$ cat src/rtl/cpu_seq_pkg.sv
package cpu_seq_pkg;
  localparam int DATA_W  = 16;
  localparam int MADDR_W = 8;
  localparam int RSEL_W  = 4;
  localparam int OPC_W   = 4;
  localparam int FLAG_W  = 4;
  localparam int NREG    = 1 << RSEL_W;
  localparam int IMM_W   = MADDR_W;

  localparam int FLG_Z = 0;
  localparam int FLG_N = 1;
  localparam int FLG_C = 2;
  localparam int FLG_V = 3;

  typedef enum logic [1:0] {
    PH_FETCH  = 2'd0,
    PH_INCR   = 2'd1,
    PH_DECODE = 2'd2,
    PH_EXEC   = 2'd3
  } phase_e;

  typedef enum logic [1:0] {
    WB_ALU  = 2'd0,
    WB_MEM  = 2'd1,
    WB_IMM  = 2'd2,
    WB_RSVD = 2'd3
  } wbsel_e;

  localparam logic [OPC_W-1:0] OP_ADD   = 4'd1;
  localparam logic [OPC_W-1:0] OP_SUB   = 4'd2;
  localparam logic [OPC_W-1:0] OP_AND   = 4'd3;
  localparam logic [OPC_W-1:0] OP_OR    = 4'd4;
  localparam logic [OPC_W-1:0] OP_XOR   = 4'd5;
  localparam logic [OPC_W-1:0] OP_LOAD  = 4'd8;
  localparam logic [OPC_W-1:0] OP_STORE = 4'd9;
  localparam logic [OPC_W-1:0] OP_LDI   = 4'd10;
endpackage

$ cat src/rtl/cpu_seq_fsm.sv
module cpu_seq_fsm
  import cpu_seq_pkg::*;
(
  input  logic                  clk,
  input  logic                  rst_n,
  input  logic [DATA_W-1:0]     mem_rdata,
  output phase_e                phase_o,
  output logic [MADDR_W-1:0]    mem_addr_o,
  output logic                  mem_re_o,
  output logic                  mem_we_o,
  output logic [OPC_W-1:0]      alu_op_o,
  output wbsel_e                wb_sel_o,
  output logic                  wr_en_o,
  output logic                  flag_en_o,
  output logic [RSEL_W-1:0]     dst_o,
  output logic [RSEL_W-1:0]     srca_o,
  output logic [RSEL_W-1:0]     srcb_o,
  output logic [IMM_W-1:0]      imm_o
);
  phase_e              phase_q, phase_d;
  logic [MADDR_W-1:0]  pc_q, pc_d;
  logic [DATA_W-1:0]   ir_q, ir_d;
  logic                ir_ld;
  logic [OPC_W-1:0]    opc;

  assign opc    = ir_q[DATA_W-1 -: OPC_W];
  assign dst_o  = ir_q[DATA_W-OPC_W-1 -: RSEL_W];
  assign srca_o = ir_q[2*RSEL_W-1 -: RSEL_W];
  assign srcb_o = ir_q[RSEL_W-1:0];
  assign imm_o  = ir_q[IMM_W-1:0];
  assign phase_o = phase_q;

  // next state: phase loop, IR/PC load enable
  always_comb begin
    phase_d = phase_e'(phase_q + 2'd1);
    ir_ld   = (phase_q == PH_INCR);
    pc_d    = pc_q + 1'b1;
    ir_d    = mem_rdata;
  end

  always_ff @(posedge clk or negedge rst_n) begin
    if (!rst_n) begin
      phase_q <= PH_FETCH;
      pc_q    <= '0;
      ir_q    <= '0;
    end else begin
      phase_q <= phase_d;
      if (ir_ld) begin
        ir_q <= ir_d;
        pc_q <= pc_d;
      end
    end
  end

  // control decode per phase
  always_comb begin
    mem_addr_o = pc_q;
    mem_re_o   = 1'b0;
    mem_we_o   = 1'b0;
    alu_op_o   = '0;
    wb_sel_o   = WB_ALU;
    wr_en_o    = 1'b0;
    flag_en_o  = 1'b0;
    case (phase_q)
      PH_FETCH: mem_re_o = 1'b1;
      PH_DECODE: begin
        if (opc == OP_LOAD) begin
          mem_re_o   = 1'b1;
          mem_addr_o = imm_o;
        end
      end
      PH_EXEC: begin
        case (opc)
          OP_ADD, OP_SUB, OP_AND, OP_OR, OP_XOR: begin
            alu_op_o  = opc;
            wr_en_o   = 1'b1;
            flag_en_o = 1'b1;
          end
          OP_LOAD: begin
            wb_sel_o = WB_MEM;
            wr_en_o  = 1'b1;
          end
          OP_LDI: begin
            wb_sel_o = WB_IMM;
            wr_en_o  = 1'b1;
          end
          OP_STORE: begin
            mem_we_o   = 1'b1;
            mem_addr_o = imm_o;
          end
          default: ;
        endcase
      end
      default: ;
    endcase
  end
endmodule

$ cat src/rtl/cpu_sel_decoder.sv
module cpu_sel_decoder #(
  parameter int SEL_W = 4,
  localparam int N_OUT = 1 << SEL_W
) (
  input  logic              en,
  input  logic [SEL_W-1:0]  sel,
  output logic [N_OUT-1:0]  onehot
);
  for (genvar i = 0; i < N_OUT; i++) begin : g_line
    assign onehot[i] = en && (sel == SEL_W'(i));
  end
endmodule

$ cat src/rtl/cpu_regfile.sv
module cpu_regfile
  import cpu_seq_pkg::*;
(
  input  logic                clk,
  input  logic                rst_n,
  input  logic [NREG-1:0]     we_oh,
  input  logic [DATA_W-1:0]   wdata,
  input  logic [RSEL_W-1:0]   ra,
  input  logic [RSEL_W-1:0]   rb,
  input  logic [RSEL_W-1:0]   rc,
  output logic [DATA_W-1:0]   rd_a,
  output logic [DATA_W-1:0]   rd_b,
  output logic [DATA_W-1:0]   rd_c
);
  logic [NREG-1:0][DATA_W-1:0] regs;

  for (genvar i = 0; i < NREG; i++) begin : g_reg
    logic [DATA_W-1:0] q;
    always_ff @(posedge clk or negedge rst_n) begin
      if (!rst_n) q <= '0;
      else if (we_oh[i]) q <= wdata;
    end
    assign regs[i] = q;
  end

  assign rd_a = regs[ra];
  assign rd_b = regs[rb];
  assign rd_c = regs[rc];
endmodule

$ cat src/rtl/cpu_alu.sv
module cpu_alu
  import cpu_seq_pkg::*;
(
  input  logic [OPC_W-1:0]   op,
  input  logic [DATA_W-1:0]  a,
  input  logic [DATA_W-1:0]  b,
  output logic [DATA_W-1:0]  res,
  output logic [FLAG_W-1:0]  flg
);
  logic [DATA_W:0] wide;
  logic            sa, sb, sr;

  always_comb begin
    wide = '0;
    flg  = '0;
    case (op)
      OP_ADD:  wide = {1'b0, a} + {1'b0, b};
      OP_SUB:  wide = {1'b0, a} - {1'b0, b};
      OP_AND:  wide = {1'b0, a & b};
      OP_OR:   wide = {1'b0, a | b};
      OP_XOR:  wide = {1'b0, a ^ b};
      default: wide = '0;
    endcase
    res = wide[DATA_W-1:0];
    sa  = a[DATA_W-1];
    sb  = b[DATA_W-1];
    sr  = res[DATA_W-1];
    flg[FLG_Z] = (res == '0);
    flg[FLG_N] = sr;
    if (op == OP_ADD) begin
      flg[FLG_C] = wide[DATA_W];
      flg[FLG_V] = (sa == sb) && (sr != sa);
    end else if (op == OP_SUB) begin
      flg[FLG_C] = wide[DATA_W];
      flg[FLG_V] = (sa != sb) && (sr != sa);
    end
  end
endmodule

$ cat src/rtl/cpu_seq_core.sv
module cpu_seq_core
  import cpu_seq_pkg::*;
(
  input  logic         clk,
  input  logic         rst_n,
  output logic [7:0]   mem_addr,
  output logic         mem_re,
  output logic         mem_we,
  output logic [15:0]  mem_wdata,
  input  logic [15:0]  mem_rdata,
  output logic [1:0]   phase,
  output logic [3:0]   alu_op,
  output logic [1:0]   wb_sel,
  output logic [15:0]  rf_we_onehot,
  output logic [3:0]   flags
);
  logic [1:0]          sync_q;
  logic                rst_sync_n;
  phase_e              ph;
  wbsel_e              wsel;
  logic                wr_en, flag_en, dec_en;
  logic [RSEL_W-1:0]   dst, srca, srcb;
  logic [IMM_W-1:0]    imm;
  logic [NREG-1:0]     we_oh;
  logic [DATA_W-1:0]   op_a, op_b, op_c, alu_res, wb_data;
  logic [FLAG_W-1:0]   alu_flg, flags_q;
  logic [OPC_W-1:0]    aop;

  // reset: asserted asynchronously, released after two clocks
  always_ff @(posedge clk or negedge rst_n) begin
    if (!rst_n) sync_q <= '0;
    else        sync_q <= {sync_q[0], 1'b1};
  end
  assign rst_sync_n = sync_q[1];

  cpu_seq_fsm u_fsm (
    .clk(clk), .rst_n(rst_sync_n), .mem_rdata(mem_rdata),
    .phase_o(ph), .mem_addr_o(mem_addr), .mem_re_o(mem_re), .mem_we_o(mem_we),
    .alu_op_o(aop), .wb_sel_o(wsel), .wr_en_o(wr_en), .flag_en_o(flag_en),
    .dst_o(dst), .srca_o(srca), .srcb_o(srcb), .imm_o(imm)
  );

  // reserved select never opens a write line
  assign dec_en = wr_en && (wsel != WB_RSVD);

  cpu_sel_decoder #(.SEL_W(RSEL_W)) u_dec (
    .en(dec_en), .sel(dst), .onehot(we_oh)
  );

  cpu_regfile u_rf (
    .clk(clk), .rst_n(rst_sync_n), .we_oh(we_oh), .wdata(wb_data),
    .ra(srca), .rb(srcb), .rc(dst),
    .rd_a(op_a), .rd_b(op_b), .rd_c(op_c)
  );

  cpu_alu u_alu (
    .op(aop), .a(op_a), .b(op_b), .res(alu_res), .flg(alu_flg)
  );

  always_comb begin
    case (wsel)
      WB_ALU:  wb_data = alu_res;
      WB_MEM:  wb_data = mem_rdata;
      WB_IMM:  wb_data = {{(DATA_W-IMM_W){1'b0}}, imm};
      default: wb_data = op_c;
    endcase
  end

  always_ff @(posedge clk or negedge rst_sync_n) begin
    if (!rst_sync_n)  flags_q <= '0;
    else if (flag_en) flags_q <= alu_flg;
  end

  assign mem_wdata    = op_c;
  assign phase        = ph;
  assign alu_op       = aop;
  assign wb_sel       = wsel;
  assign rf_we_onehot = we_oh;
  assign flags        = flags_q;
endmodule

$ cat config.mk
export PLATFORM = sky130hd
export DESIGN_NAME = cpu_seq_core
export DESIGN_NICKNAME = d
export VERILOG_FILES = /design/src/rtl/cpu_seq_pkg.sv /design/src/rtl/cpu_seq_fsm.sv /design/src/rtl/cpu_sel_decoder.sv /design/src/rtl/cpu_regfile.sv /design/src/rtl/cpu_alu.sv /design/src/rtl/cpu_seq_core.sv
export SDC_FILE = /design/constraint.sdc
export NUM_CORES = 1
export LEC_CHECK = 0
export ABC_AREA = 1
export BUFFER_PORTS_ARGS = -buffer_cell sky130_fd_sc_hd__buf_2
export CAP_MARGIN = 20
export CELL_PAD_IN_SITES_DETAIL_PLACEMENT = 1
export CELL_PAD_IN_SITES_GLOBAL_PLACEMENT = 1
export CORE_ASPECT_RATIO = 1.25
export CORE_UTILIZATION = 45
export DETAILED_ROUTE_END_ITERATION = 10
export GPL_TIMING_DRIVEN = 0
export PLACE_DENSITY = 0.83
export SYNTH_ARGS = -nofsm -noshare
export SYNTH_HDL_FRONTEND = slang
export SYNTH_SLANG_ARGS = --single-unit
$ cat constraint.sdc
create_clock -name clk -period 19.13 [get_ports clk]
set_clock_uncertainty 0.1 [all_clocks]
set_input_delay 0 -clock clk [delete_from_list [all_inputs] [get_ports clk]]
set_output_delay 0 -clock clk [all_outputs]
set_load 0.005 [all_outputs]
== Word-level counts from Yosys, hierarchy flattened ==
Cells that the tools add are included.
Widths: inputs -> output; s select.
Storage, ports and cells
  register bits after elaboration: 288
  input port bits: 18
  output and inout bits: 54
Cells by class
  $add $sub $neg: 4
  order comparisons: 3
  equality and inequality tests: 37
  multiplexer cells: 25
  bitwise operators: 3
  reduce and logical (&&, ||, !) cells: 25
Operators by type and width (count)
  $bmux 16 s4: 3
  $pmux 17 s5: 1
  $mux 16: 3
  $pmux 16 s3: 1
  $eq 4x4->1 const B: 11
  $eq 4x3->1 const B: 8
  $eq 4x2->1 const B: 6
  $logic_and 1x1->1: 19
  $add 16x16->17: 1
  $sub 16x16->17: 1
  $and 16x16->16: 1
  $logic_not 16->1: 1
  $mux 8: 2
  $or 16x16->16: 1
  $pmux 8 s2: 1
  $xor 16x16->16: 1
  $lt 4x5->1 const B: 3
  $eq 4x1->1 const B: 3
  $add 8x1->8 const B: 1
  $mux 4: 2
  $mux 1: 7
  $reduce_or 7->1: 1
  $eq 2x2->1 const B: 3
  $mux 2: 3
  other kinds (10): 13

== Longest topological paths before layout ==
  word-level depth: 10
  mapped depth: 32

== By module ==
From an unflattened synthesis, not the netlist that was laid out.
Second synthesis, totals
  cell total of the unflattened synthesis: 3539
  area, all modules: 22053.7 µm²
By module, submodules not included
  cpu_regfile: instances 1, cells an instance 2757, area each 17325.4 µm², seq. area each 6406.1 µm²
  cpu_alu: instances 1, cells an instance 459, area each 2496.1 µm², seq. area each 0.0 µm²
  cpu_seq_fsm: instances 1, cells an instance 187, area each 1483.9 µm², seq. area each 650.6 µm²
  cpu_seq_core: instances 1, cells an instance 104, area each 621.8 µm², seq. area each 150.1 µm²
  cpu_sel_decoder: instances 1, cells an instance 32, area each 126.4 µm², seq. area each 0.0 µm²

== Worst setup path before layout ==
No wires, ideal clock.
  path type: reg-to-reg
  from: register u_fsm.ir_q[0]
  to: register u_rf.g_reg[12].q[5]
  library setup time: 0.126 ns
  data arrival time: 3.434 ns
  required time: 18.904 ns
  path slack: 15.470 ns
  stages on the path, launching flop included: 27
  path buffers: 4
  clock period less this slack: 3.660 ns
  path through: dfrtp_1 > buf_6 > buf_8 > buf_6 > a21oi_1 > o21ai_0 > nand3_1 > nand3_1 > nand2_2 > inv_1 > ha_1 > inv_1 > nor2_1 > nand2_1 > nand2_1 > xor2_1 > ha_1 > a21oi_1 > nand3_1 > or2_2 > nand3_1 > nand4_1 > a21oi_1 > o21ai_2 > buf_4 > nand2_1 > o21ai_0
Between the ends
  cells in the longest elaborated chain, start to end: 5
  elaborated cells between the ends (all ways): 9
Ends and longest elaborated chain
  start, declared: RTL line cpu_seq_fsm.sv:22  | logic [DATA_W-1:0] ir_q, ir_d;
  start signal, assigned: RTL line cpu_seq_fsm.sv:49  | ir_q <= ir_d;
  $bmux 16 s4 *: RTL line cpu_regfile.sv:27  | assign rd_b = regs[rb];
  $mux 16 (implied by the code) *: RTL line cpu_regfile.sv:27
  $sub 16x16->17, or another cell as far along: RTL line cpu_alu.sv:18  | OP_SUB: wide = {1'b0, a} - {1'b0, b};
  $pmux 17 s5 *: RTL line cpu_alu.sv:16  | case (op)
  $pmux 16 s3 *: RTL line cpu_seq_core.sv:61  | case (wsel)
  end signal, assigned: RTL line cpu_regfile.sv:21  | else if (we_oh[i]) q <= wdata;
  end, declared: RTL line cpu_regfile.sv:18  | logic [DATA_W-1:0] q;
Every way passes the cells marked *; elsewhere a longest branch is shown, timed or not. The select of a mux whose other input is x is not followed.
A chain may end at the register's enable or synchronous reset.

== Final worst setup path ==
  from: register u_fsm.ir_q[4]
  to: register u_rf.g_reg[9].q[15]
Between the ends
  cells in the longest elaborated chain, start to end: 5
  elaborated cells between the ends (all ways): 9
Ends and longest elaborated chain
  $bmux 16 s4 *: RTL line cpu_regfile.sv:26  | assign rd_a = regs[ra];
  $mux 16 (implied by the code) *: RTL line cpu_regfile.sv:26
  $sub 16x16->17, or another cell as far along: RTL line cpu_alu.sv:18
  $pmux 17 s5 *: RTL line cpu_alu.sv:16
  $pmux 16 s3 *: RTL line cpu_seq_core.sv:61
  end signal, assigned: RTL line cpu_regfile.sv:21
  end, declared: RTL line cpu_regfile.sv:18
Marked as above.

==> out/metrics.cfg <==
[layout]
drive_above_1_share_pct=10.0
postLayoutCellArea_um2=22900
area_growth_from_synthesis_to_layout_pct=13.3
layout_commonest_cell=sky130_fd_sc_hd__nand2_1
final_cell_mix=sky130_fd_sc_hd__nand2_1 (738), sky130_fd_sc_hd__o21ai_0 (472), sky130_fd_sc_hd__inv_1 (359)
num-nets-final=3208
final_core_util_pct=51.9
layout.filler_cells=5875

[place]
dp_hpwl_mm=88.8
final_estimated_routing_congestion_in_global_placement=1.07
place.port_buffers=70
placed_cell_area_um2=21400

[pwr]
internal_power_mw=1.28
vdd_drop_max_mv=0.0776
p_sw_share_pct=38.3
combPwrFrac_pct=27.9
finalPower_mw=2.08
leakage_power_total_nw=11.2
cell_pwr_density_nw_per_um2=90.8
power_switching_mw=0.798
power.clock.fraction_pct=35.8
sequentialPowerShare_pct=36.4

[clocking]
cts-resized-gates=0
clk_transition_reported_paths_ns=0.07
clkSinkCount=288
clock_insertion_delay_worst_skew_ns=0.59
clock_path_buffers=3
cts_post_setup_buffers_inserted=0
h-tree-depth=2
clock-root-buffer=sky130_fd_sc_hd__clkbuf_16
cts-buffers-inserted=35
cts_hold_buf=18
cts_tree=built

[route]
detail_route.wirelength.met1_mm=41.7
route.final.wire_length_mm=124
post-route-drc-count=4
drtIter0Drc=3373
drtPass1Iterations=9
detail_route.vias_per_cell=6.74
vias=25206
routed-wl-met3_mm=16.1
wl_per_cell_um=33.1
topRoutingLayerUsed=met5
antenna_violating_nets_post_route=0
routed-wl-met2_mm=51.7

[timing]
report.final.slew_viol_count=0
finalWorstPathRequiredPeriod_ns=6.10
worst_slew_margin_rel_pct=6.39
final.period_utilization_pct=31.9
timing.fmax_mhz=164
hold_slack_ns=0.105
final-hold-violation-count=0
max_slew.worst_pin.slew_ns=1.40
setup_repair_after_global_routing_missed_its_margin=false
setup_total_negative_slack_ns=0
finalSetupViolCount=0

[logic_synthesis]
number_of_distinct_library_cell_variants_in_the_gate_level_netlist_after_synthesis=48
syn_avg_cell_area_um2=6.75
synth-seq-area-share_pct=35.6
synth_warn=0
mappedNetlistArea_um2=20200
postSynthRegisterBits=288
syn-num-nets=3070
netlist_instances=2997

[critical_path]
timing.critical_path.mode_cell=sky130_fd_sc_hd__nand2_1
worst-path-max-fanout=10
worst_endpoint_data_arrival_time_ns=6.45
critPathKind=reg -> reg
cp-start-kind=flop
endpoint_kind=flop
crit_path_top_delay_cell=sky130_fd_sc_hd__clkbuf_1
sequence_of_cells_on_the_critical_path=inv_1 > buf_2 > buf_1 > clkbuf_1 > a21oi_1 > o21ai_0 > nand3_1 > nand3_1 > nand2_1 > ha_1 > nand2_1 > o21bai_1 > inv_1 > nand2_1 > nand3_1 > nand2_1 > nand2_1 > nand3_1 > nand2_1 > inv_2 > nand2_1 > nand2_1 > o21ai_0
critical-path-max-stage-delay_ns=0.96
worst-endpoint-required_ns=19.48

[die]
core_area_um2=44200
initial_utilization_pct=45.8
dieHeight_um=239
dieWidth_um=192
floorplan.rows=86
io-pin-count=72
die_area_um2=45800

[run_status]
status=finished with violations
failed_checks=DRC

[grt]
globalRoute.totalOverflow=0
grt_start_max_net_pins=71
first_global_vias=25107
global_route.usage.total_pct=54.1
grt_first_pass_wirelength_mm=174
antenna_found_initial=8

[hold_path]
hold_path.class=in -> reg

[flow_run]
max_cap_viol_count=0

flip-flops by register name, indices dropped and copies added, names as in the netlist:
signal         flops
u_rf.g.q         256
u_fsm.ir_q        16
u_fsm.pc_q         8
flags              4
sync_q             2
u_fsm.phase_o      2
cells in the mapped netlist (all sizes together):
cell type | number | area, µm²
a2111o | 1 | 11.3
a21boi | 2 | 15.0
a21oi | 157 | 786
a221oi | 1 | 26.3
a22oi | 12 | 90.1
a31oi | 12 | 75.1
and2 | 1 | 6.26
buf | 134 | 802
clkbuf | 74 | 278
clkinv | 5 | 18.8
conb | 2 | 7.51
dfrtp | 288 | 7210
fa | 1 | 20.0
ha | 54 | 676
inv | 372 | 1400
nand2 | 754 | 2880
nand3 | 329 | 1680
nand3b | 5 | 37.5
nand4 | 22 | 138
nor2 | 97 | 389
nor3 | 10 | 65.1
nor4 | 1 | 6.26
o211a | 1 | 10.0
o211ai | 28 | 235
o21ai | 533 | 2690
o21bai | 4 | 30.0
o221ai | 2 | 17.5
o22ai | 69 | 432
o2bb2ai | 1 | 8.76
or2 | 5 | 31.3
xor2 | 20 | 175
critical path, delay by kind of cell, from the launching register on:
| family | cells | cell delay [ns] |
|---|---|---|
| AOI/OAI and AO/OA | 4 | 0.62 |
| and+or+nand+nor | 12 | 1.87 |
| buffers and inverters | 6 | 2.43 |
| DFF | 1 | 0.46 |
| adders and majority gates | 1 | 0.46 |
power by group through the flow:
| stage | sequential [mW] | combinational (mW) | clock [mW] |
|---|---|---|---|
| final | 0.758 | 0.580 | 0.745 |
| after floorplan | 0.748 | 0.333 | 0 |
| after CTS | 0.752 | 0.548 | 0.731 |
| after global routing | 0.762 | 0.616 | 0.753 |
| after detailed placement | 0.761 | 0.539 | 0 |
| after global placement | 0.766 | 0.502 | 0 |
cells by family (layout without fill, tap and decap cells):
family                     after synthesis  in the layout  synth area share, %
and+or+nand+nor                       1224           1224                 25.8
DFF                                    288            288                 35.6
adders and majority gates               55             55                 3.44
other                                    2              6               0.0371
xor gates and xnor gates                20             20                0.866
buffers and inverters                  585            750                 12.3
AOI/OAI and AO/OA                      823            823                 21.9
cell type report:
cell class	instances	area, µm²	share of cell area, %
buffer	208	1080	4.71
antenna	4	10.0	0.0436
sequential	288	7210	31.4
timing repair buffer	101	764	3.33
multi-input combinational	2124	10500	45.9
clock buffer	50	1010	4.42
clock inverter	14	193	0.840
inverter	377	1420	6.18
tap	572	716	3.12
metal layers:
layer / GRT usage (%) / vias up
met2: 78.7 / 2072
met1: 61.0 / 12145
met4: 50.1 / 4
li1: - / 10170
met3: 20.0 / 815
met5: 0 / -
final timing paths:
kind / depth (start not counted) / slack, ns / to / from
setup / recovery: 23 / 13.03 / u_rf.g_reg[9].q[15] / u_fsm.ir_q[4]
hold / removal: 4 / 0.10 / u_fsm.ir_q[12] / mem_rdata[12]
setup reg to reg: 23 / 13.03 / u_rf.g_reg[9].q[15] / u_fsm.ir_q[4]
hold reg to reg: 0 / 0.27 / sync_q[1] / sync_q[0]
max in group asynchronous: 2 / 17.40 / u_rf.g_reg[0].q[14] / sync_q[1]
min in group asynchronous: 3 / 0.15 / sync_q[1] / rst_n
per-stage QoR:
| stage | cells | setup slack [ns] |
|---|---|---|
| floorplan | 2997 | 10.41 |
| global placement | 3639 | 6.67 |
| detailed placement | 3646 | 13.38 |
| CTS | 3728 | 13.34 |
| global route | 3735 | 12.91 |
| finish | 3738 | 13.03 |
No activity file was read; power rests on OpenSTA's default activity.
